### config.mk
export PLATFORM = sky130hd
export DESIGN_NAME = gpio_bank
export DESIGN_NICKNAME = d
export VERILOG_FILES = /design/src/rtl/gpio_bank_pkg.sv /design/src/rtl/gpio_port_regs.sv /design/src/rtl/gpio_pin_mode.sv /design/src/rtl/gpio_sync.sv /design/src/rtl/gpio_power_ctrl.sv /design/src/rtl/gpio_bank.sv
export SDC_FILE = /design/constraint.sdc
export NUM_CORES = 1
export LEC_CHECK = 0
export CAP_MARGIN = 20
export CORE_MARGIN = 2
export CORE_UTILIZATION = 50
export CTS_BUF_LIST = sky130_fd_sc_hd__clkbuf_8
export CTS_CLUSTER_SIZE = 16
export DETAILED_ROUTE_END_ITERATION = 10
export GPL_TIMING_DRIVEN = 0
export PLACE_DENSITY = 0.79
export SYNTH_ARGS = -nofsm -noshare
export SYNTH_HDL_FRONTEND = slang
export SYNTH_HIERARCHICAL = 1
export SYNTH_SLANG_ARGS = --single-unit
### constraint.sdc
create_clock -name clk -period 1.5 [get_ports clk]
set_clock_uncertainty 0.05 [all_clocks]
set_input_delay 0.15 -clock clk [delete_from_list [all_inputs] [get_ports clk]]
set_output_delay 0.15 -clock clk [all_outputs]
set_load 0.1 [all_outputs]
### src/rtl/gpio_bank_pkg.sv
// Shared encodings for the I/O port bank.
// Assumes ports are at least 8 bits wide so the fixed control bit positions exist.
package gpio_bank_pkg;

    // Pad mode chosen by {config bit, data bit}.
    typedef enum logic [1:0] {
        PIN_HIZ      = 2'b00,
        PIN_WEAK_PU  = 2'b01,
        PIN_DRIVE_LO = 2'b10,
        PIN_DRIVE_HI = 2'b11
    } pin_mode_e;

    // Register select, the low address bits.
    typedef enum logic [1:0] {
        REG_CFG  = 2'd0,
        REG_DATA = 2'd1,
        REG_PINS = 2'd2,
        REG_NONE = 2'd3
    } reg_sel_e;

    localparam int SEL_W       = 2;
    localparam int HALT_BIT    = 7;
    localparam int IDLE_BIT    = 6;
    localparam int SKPH_BIT    = 6;
    localparam int CFG_SPARE   = 7;
    localparam int IN_ONLY_PIN = 6;
    localparam int CLKOUT_PIN  = 7;
    localparam int WDOG_PIN    = 1;

endpackage

### src/rtl/gpio_port_regs.sv
// Configuration and data register pair of one port.
// Assumes the bus presents one write per cycle. Pin input registers are not stored here.
module gpio_port_regs #(
    parameter int PORT_W  = 8,
    parameter int IDX_W   = 2,
    parameter int PORT_ID = 0
) (
    input  logic                      clk,
    input  logic                      rst_n,
    input  logic [IDX_W-1:0]          wr_port,
    input  gpio_bank_pkg::reg_sel_e   wr_sel,
    input  logic                      wr_en,
    input  logic [PORT_W-1:0]         wr_data,
    output logic [PORT_W-1:0]         cfg_q,
    output logic [PORT_W-1:0]         data_q
);
    import gpio_bank_pkg::*;

    localparam logic [IDX_W-1:0] MY_IDX = IDX_W'(PORT_ID);

    logic hit;
    assign hit = wr_en && (wr_port == MY_IDX);

    // Configuration register: cleared on reset, loaded by a write to select 0.
    always_ff @(posedge clk) begin
        if (!rst_n)
            cfg_q <= '0;
        else if (hit && wr_sel == REG_CFG)
            cfg_q <= wr_data;
    end

    // Data register: cleared on reset, loaded by a write to select 1.
    always_ff @(posedge clk) begin
        if (!rst_n)
            data_q <= '0;
        else if (hit && wr_sel == REG_DATA)
            data_q <= wr_data;
    end

endmodule

### src/rtl/gpio_pin_mode.sv
// Per-pin decode of {config, data} into pad controls for one port.
// Purely combinational. Fixed-duty pins are handled later at the top level.
module gpio_pin_mode #(
    parameter int PORT_W = 8
) (
    input  logic [PORT_W-1:0] cfg,
    input  logic [PORT_W-1:0] data,
    output logic [PORT_W-1:0] oe,
    output logic [PORT_W-1:0] out,
    output logic [PORT_W-1:0] pu
);
    import gpio_bank_pkg::*;

    // Map one mode to {output enable, output value, pull-up}.
    function automatic logic [2:0] mode_to_pad(input pin_mode_e m);
        case (m)
            PIN_HIZ:      return 3'b000;
            PIN_WEAK_PU:  return 3'b001;
            PIN_DRIVE_LO: return 3'b100;
            PIN_DRIVE_HI: return 3'b110;
            default:      return 3'b000;
        endcase
    endfunction

    for (genvar i = 0; i < PORT_W; i++) begin : g_pin
        pin_mode_e mode;
        assign mode = pin_mode_e'({cfg[i], data[i]});
        assign {oe[i], out[i], pu[i]} = mode_to_pad(mode);
    end

endmodule

### src/rtl/gpio_sync.sv
// Two-stage synchronizer for pad levels.
// Assumes the pad inputs need no glitch filtering beyond resampling.
module gpio_sync #(
    parameter int WIDTH = 8
) (
    input  logic             clk,
    input  logic             rst_n,
    input  logic [WIDTH-1:0] async_in,
    output logic [WIDTH-1:0] sync_out
);
    logic [WIDTH-1:0] stage1;

    // First stage: capture the raw pad levels.
    always_ff @(posedge clk) begin
        if (!rst_n)
            stage1 <= '0;
        else
            stage1 <= async_in;
    end

    // Second stage: resample to settle a metastable first stage.
    always_ff @(posedge clk) begin
        if (!rst_n)
            sync_out <= '0;
        else
            sync_out <= stage1;
    end

endmodule

### src/rtl/gpio_power_ctrl.sv
// Turns writes to the control port's request bits into one-cycle pulses.
// Assumes the strobe is high for one cycle per bus write.
module gpio_power_ctrl (
    input  logic clk,
    input  logic rst_n,
    input  logic wr_strobe,
    input  logic halt_bit,
    input  logic idle_bit,
    output logic halt_req,
    output logic idle_req
);
    // Register the requests so that each lasts exactly one cycle after the write.
    always_ff @(posedge clk) begin
        if (!rst_n) begin
            halt_req <= 1'b0;
            idle_req <= 1'b0;
        end else begin
            halt_req <= wr_strobe && halt_bit;
            idle_req <= wr_strobe && idle_bit;
        end
    end

endmodule

### src/rtl/gpio_bank.sv
// Bank of memory-mapped I/O ports with four-mode pins.
// Assumes: PORT_W >= 8, ADDR_W >= SEL_W + clog2(NUM_PORTS), and
// SPECIAL_PORT differs from NARROW_PORT. Writes are registered; reads are combinational.
module gpio_bank #(
    parameter int              NUM_PORTS     = 3,
    parameter int              PORT_W        = 8,
    parameter int              ADDR_W        = 4,
    parameter int              SPECIAL_PORT  = 1,
    parameter int              NARROW_PORT   = 0,
    parameter int              NARROW_BONDED = 6,
    parameter logic [PORT_W-1:0] UNBONDED_FILL = 8'hC0
) (
    input  logic                          clk,
    input  logic                          rst_n,
    input  logic [ADDR_W-1:0]             bus_addr,
    input  logic                          bus_we,
    input  logic [PORT_W-1:0]             bus_wdata,
    output logic [PORT_W-1:0]             bus_rdata,
    input  logic [NUM_PORTS*PORT_W-1:0]   pad_in,
    output logic [NUM_PORTS*PORT_W-1:0]   pad_oe,
    output logic [NUM_PORTS*PORT_W-1:0]   pad_out,
    output logic [NUM_PORTS*PORT_W-1:0]   pad_pu,
    input  logic                          wdog_en,
    input  logic                          wdog_out,
    input  logic                          clk_out_src,
    output logic                          halt_req,
    output logic                          idle_req,
    output logic                          sk_alt_phase
);
    import gpio_bank_pkg::*;

    localparam int PINS     = NUM_PORTS * PORT_W;
    localparam int IDX_W    = ADDR_W - SEL_W;
    localparam int SP_BASE  = SPECIAL_PORT * PORT_W;
    localparam int NB_BASE  = NARROW_PORT * PORT_W;
    localparam logic [IDX_W-1:0]  SP_IDX = IDX_W'(SPECIAL_PORT);
    localparam logic [PORT_W-1:0] SP_DATA_MASK =
        ~((PORT_W'(1) << HALT_BIT) | (PORT_W'(1) << IDLE_BIT));
    localparam logic [PORT_W-1:0] SP_CFG_MASK  = ~(PORT_W'(1) << CFG_SPARE);
    localparam logic [PORT_W-1:0] BONDED_MASK  = (PORT_W'(1) << NARROW_BONDED) - PORT_W'(1);

    logic [IDX_W-1:0] acc_port;
    reg_sel_e         acc_sel;
    assign acc_port = bus_addr[ADDR_W-1:SEL_W];
    assign acc_sel  = reg_sel_e'(bus_addr[SEL_W-1:0]);

    logic [PORT_W-1:0] cfg_q   [NUM_PORTS];
    logic [PORT_W-1:0] data_q  [NUM_PORTS];
    logic [PORT_W-1:0] cfg_rd  [NUM_PORTS];
    logic [PORT_W-1:0] data_rd [NUM_PORTS];
    logic [PORT_W-1:0] pins_rd [NUM_PORTS];
    logic [PINS-1:0]   dec_oe, dec_out, dec_pu;
    logic [PINS-1:0]   pad_sync;

    gpio_sync #(.WIDTH(PINS)) u_sync (
        .clk      (clk),
        .rst_n    (rst_n),
        .async_in (pad_in),
        .sync_out (pad_sync)
    );

    for (genvar p = 0; p < NUM_PORTS; p++) begin : g_port
        gpio_port_regs #(
            .PORT_W  (PORT_W),
            .IDX_W   (IDX_W),
            .PORT_ID (p)
        ) u_regs (
            .clk     (clk),
            .rst_n   (rst_n),
            .wr_port (acc_port),
            .wr_sel  (acc_sel),
            .wr_en   (bus_we),
            .wr_data (bus_wdata),
            .cfg_q   (cfg_q[p]),
            .data_q  (data_q[p])
        );

        gpio_pin_mode #(.PORT_W(PORT_W)) u_mode (
            .cfg  (cfg_q[p]),
            .data (data_q[p]),
            .oe   (dec_oe [p*PORT_W +: PORT_W]),
            .out  (dec_out[p*PORT_W +: PORT_W]),
            .pu   (dec_pu [p*PORT_W +: PORT_W])
        );

        // Readback views: mask the request and spare bits on the control port,
        // and substitute the fill constant on the narrow port's missing pads.
        if (p == SPECIAL_PORT) begin : g_special_rd
            assign cfg_rd[p]  = cfg_q[p]  & SP_CFG_MASK;
            assign data_rd[p] = data_q[p] & SP_DATA_MASK;
        end else begin : g_plain_rd
            assign cfg_rd[p]  = cfg_q[p];
            assign data_rd[p] = data_q[p];
        end

        if (p == NARROW_PORT) begin : g_narrow_rd
            assign pins_rd[p] = (pad_sync[p*PORT_W +: PORT_W] & BONDED_MASK)
                              | (UNBONDED_FILL & ~BONDED_MASK);
        end else begin : g_full_rd
            assign pins_rd[p] = pad_sync[p*PORT_W +: PORT_W];
        end
    end

    // Pad control: decoded modes, then fixed-duty pin overrides.
    always_comb begin
        pad_oe  = dec_oe;
        pad_out = dec_out;
        pad_pu  = dec_pu;

        pad_oe [SP_BASE + IN_ONLY_PIN] = 1'b0;
        pad_out[SP_BASE + IN_ONLY_PIN] = 1'b0;
        pad_pu [SP_BASE + IN_ONLY_PIN] = 1'b0;

        pad_oe [SP_BASE + CLKOUT_PIN]  = 1'b1;
        pad_out[SP_BASE + CLKOUT_PIN]  = clk_out_src;
        pad_pu [SP_BASE + CLKOUT_PIN]  = 1'b0;

        if (wdog_en) begin
            pad_oe [SP_BASE + WDOG_PIN] = !wdog_out;
            pad_out[SP_BASE + WDOG_PIN] = 1'b0;
            pad_pu [SP_BASE + WDOG_PIN] = wdog_out;
        end

        for (int b = NARROW_BONDED; b < PORT_W; b++) begin
            pad_oe [NB_BASE + b] = 1'b0;
            pad_out[NB_BASE + b] = 1'b0;
            pad_pu [NB_BASE + b] = 1'b0;
        end
    end

    // Read mux: select port, then register.
    always_comb begin
        bus_rdata = '0;
        for (int p = 0; p < NUM_PORTS; p++) begin
            if (acc_port == IDX_W'(p)) begin
                case (acc_sel)
                    REG_CFG:  bus_rdata = cfg_rd[p];
                    REG_DATA: bus_rdata = data_rd[p];
                    REG_PINS: bus_rdata = pins_rd[p];
                    default:  bus_rdata = '0;
                endcase
            end
        end
    end

    logic sp_data_wr;
    assign sp_data_wr = bus_we && (acc_port == SP_IDX) && (acc_sel == REG_DATA);

    gpio_power_ctrl u_power (
        .clk       (clk),
        .rst_n     (rst_n),
        .wr_strobe (sp_data_wr),
        .halt_bit  (bus_wdata[HALT_BIT]),
        .idle_bit  (bus_wdata[IDLE_BIT]),
        .halt_req  (halt_req),
        .idle_req  (idle_req)
    );

    assign sk_alt_phase = cfg_q[SPECIAL_PORT][SKPH_BIT];

endmodule

== Word level (Yosys, flattened, before mapping) ==
Index checks and enable logic that the tools add are counted.
Cells by class
  eq/ne operators: 64
  muxes and demuxes: 29
  reduce and logical (&&, ||, !) cells: 34
Operator list (count)
  case mux 3 bit (4 select lines): 20
  == test 2 bit (second input constant): 42
  case mux 8 bit (3 select lines): 3
  == test 2 x 1 -> 1 bit (second input constant): 22
  logical NOT 2 bit: 22
  two-way mux 8 bit: 3
  logical AND 1 bit: 11
  two-way mux 1 bit: 3
  logical NOT 1 bit: 1
Word-level totals
  flip-flop bits (word level): 95

== Logic depth before layout (Yosys ltp) ==
  depth in word-level cells: 5
  gate-level depth with buffers: 6
  gate-level depth less buffers: 4

== Hierarchy ==
Netlist, hierarchy kept.
By module, submodules not included
  gpio_sync: instances 1, cells each 101, area each 1331.3 µm²
  gpio_port_regs (g_port[1].u_regs ...): instances 2, cells each 63, area each 616.8 µm²
  gpio_bank: instances 1, cells each 114, area each 794.5 µm²
  gpio_port_regs (g_port[0].u_regs): instances 1, cells each 62, area each 638.1 µm²
  gpio_pin_mode: instances 3, cells each 24, area each 130.1 µm²
  gpio_power_ctrl: instances 1, cells each 4, area each 52.6 µm²

== Least setup slack after synthesis ==
No wires, ideal clock.
  path type: input to output
  from: input bus_addr[1]
  to: output bus_rdata[5]
  arrival time: 3.251 ns
  required time: 1.300 ns
  setup slack: -1.951 ns
  stages: 5
  path buffers: 2
  cell sequence: buf_6 buf_12 mux2i_1 a221o_1 a222oi_1
Between the ends
  word-level cells in the longest chain between the ends: 5
  elaborated cells on any way between the ends: 9
RTL lines
  from (decl): line gpio_bank.sv:15  | input logic [ADDR_W-1:0] bus_addr,
  == test 2 bit, or another cell as far along: line gpio_bank.sv:136  | case (acc_sel)
  case mux 8 bit (3 select lines): line gpio_bank.sv:136
  two-way mux 8 bit (2 in series): line gpio_bank.sv:135  | if (acc_port == IDX_W'(p)) begin
  two-way mux 8 bit (*): line gpio_bank.sv:135
  to (decl): line gpio_bank.sv:18  | output logic [PORT_W-1:0] bus_rdata,
Mark *: on every way between the ends. The rest lies on a longest branch, timed or not.

== Final worst setup path ==
  from: register u_sync.sync_out[0]
  to: output bus_rdata[0]
Between the ends
  word-level cells in the longest chain between the ends: 4
RTL lines
  from (decl): line gpio_sync.sv:9  | output logic [WIDTH-1:0] sync_out
  from (signal assigned): line gpio_sync.sv:26  | sync_out <= stage1;
  case mux 8 bit (3 select lines): line gpio_bank.sv:136
  two-way mux 8 bit (3 in series): line gpio_bank.sv:135
Every way passes these cells.

==> run metrics <==
status finished with violations; failing checks setup timing; Pleak 2.60 nW; Wirelength per Cell 16.1 um; CTS tree built; relative slew slack 0.368; Via Count 3,616; WL final 11.3 mm; Die W 95.2 um; synthesized cell area 0.00416 mm2; Cells after Synth 449; CTS buffer count 9; first-pass GRT wire length 17.4 mm; Crit Path Class reg2out; Pwr Density 874 mW/mm2; Critical Path AT 1.99 ns; non-filler cells, final 703; top cell family by delay on the critical path compound AO/OA/AOI/OAI gates; initial antenna violation count 0; nets 635; YS warnings 6; Storage cell area 0.00186 mm2; CTS H-tree lvls 3; DRT Pass-1 Iters 5; CP max stage cell a222oi_1; area of the multi-input gates 0.00217 mm2; Syn Area/Cell 9.27 um2; GR Overflow Total 0; CTS root buffer clkbuf_8; die height 95.2 um; largest net degree at the start of global routing 23; number of port buffers 110; Filler cells 650; initial core utilization 0.512; Total GRT Usage 0.255; crit end category output port; vias in the first global route 3,401; Synth-to-Final Area Change 40.8%; Core Region 0.00813 mm2; Crit path largest cell delay 0.47 ns; fmax 458 MHz; Worst Path Required 1.30 ns; Post-CTS Hold Fix Bufs 0; Final Cycle Share 1.46; Max Cap Viol 0; Worst-path clk slew 0.10 ns; Clock Tree Buf Depth 2; CP bufs+invs 1; hpwl dp 8.24 mm; clk_lat worst skew 0.36 ns; Worst Path Max Fanout 1; Slew Limit Fails 0; HP Class in2reg; RSZ-0062 raised after global routing true; Cells after DPL 673; final setup slack of the worst path -0.686 ns; full die area 0.00907 mm2; Final ANT Viol Nets 0; gpl congestion 0.942; crit path time final 2.19 ns; drt initial violations 279; worst-margin pin slew 0.952 ns; Final setup viols 9; diode count 0; vias per std cell 5.14; Rows 33; DRC 0; Power Total 5.12 mW; CP startpoint kind flip-flop; Final Hold Fails 0; share of layout cells above drive strength 1 0.373; VDD IR max 0.649 mV; Boundary Pins 125; Sink Count 91; CP Cell Sequence mux2i_1 > a221o_1 > a222oi_1 > buf_4
where the power goes:
| group | total [mW] | switching (mW) | internal (mW) |
|---|---|---|---|
| clock | 1.62 | 0.937 | 0.685 |
| combinational | 0.985 | 0.650 | 0.335 |
| sequential | 2.52 | 0.0351 | 2.48 |
worst min-delay path, delay by kind of cell:
kind,cells,cell delay [ns]
buffers and inverters,1,0.16
muxes,1,0.12
and+or+nand+nor,1,0.07
metrics by stage:
stage | util | TNS (ns) | cell area [um2] | hold WS, ns | worst slack, ns
6_report | 0.721 | -4.15 | 5860 | 0.117 | -0.686
5_1_grt | 0.721 | -4.50 | 5860 | 0.104 | -0.704
4_1_cts | 0.703 | -4.21 | 5720 | 0.153 | -0.636
3_5_place_dp | 0.677 | -77.99 | 5510 | 0.367 | -2.08
3_3_place_gp | 0.677 | -73.48 | 5510 | 0.366 | -2.06
2_1_floorplan | - | -13.83 | 4280 | 0.227 | -1.90
placed cells by master (no fill, tap or decap), drive strengths merged, types with 7 or more instances in the layout:
master / instances
conb: 11
mux2i: 54
a221o: 7
inv: 13
clkbuf: 49
and2: 64
nand2: 76
buf: 104
mux2: 8
nor2b: 26
dfxtp: 91
o21ai: 14
clkdlybuf4s50: 32
layout make-up:
cell class | count | area share
Buffer | 55 | 0.0600
Clock buffer | 10 | 0.0235
Clock inverter | 6 | 0.00961
Sequential cell | 91 | 0.318
Multi-Input combinational cell | 301 | 0.370
Tap cell | 105 | 0.0224
Inverter | 10 | 0.00662
Timing Repair Buffer | 125 | 0.190
what timing repair did:
| action | in CTS | in global routing |
|---|---|---|
| pin swaps | 14 | 8 |
| gates cloned | 0 | 0 |
| buffers inserted | 11 | 4 |
| gates resized for setup | 484 | 46 |
| endpoints found under the setup margin | 119 | 59 |
final timing paths:
kind	start	to	slack, ns	cells past startpoint
worst max-delay path	u_sync/sync_out[0]	bus_rdata[0]	-0.69	4
worst min-delay path	bus_addr[0]	g_port[0].u_regs/cfg_q[7]	0.12	3
worst max register to register	g_port[0].u_regs/cfg_q[3]	g_port[0].u_regs/cfg_q[3]	0.65	3
worst min register to register	u_sync/stage1[10]	u_sync/sync_out[10]	0.37	1
sequential cells by signal (all words and copies together), names as in the netlist:
| register | flops |
|---|---|
| u_power/halt_req | 1 |
| u_sync/stage1 | 22 |
| g_port.u_regs/cfg_q | 23 |
| u_power/idle_req | 1 |
| g_port.u_regs/data_q | 22 |
| u_sync/sync_out | 22 |
metal layers:
layer | GRT usage | vias to the layer above | routed length, um
met5 | 0 | - | 0
met4 | 0.132 | 0 | 359
met3 | 0.0514 | 34 | 867
met2 | 0.433 | 172 | 5470
met1 | 0.304 | 1666 | 4600
li1 | - | 1744 | -
(Power assumes the default switching activity.)
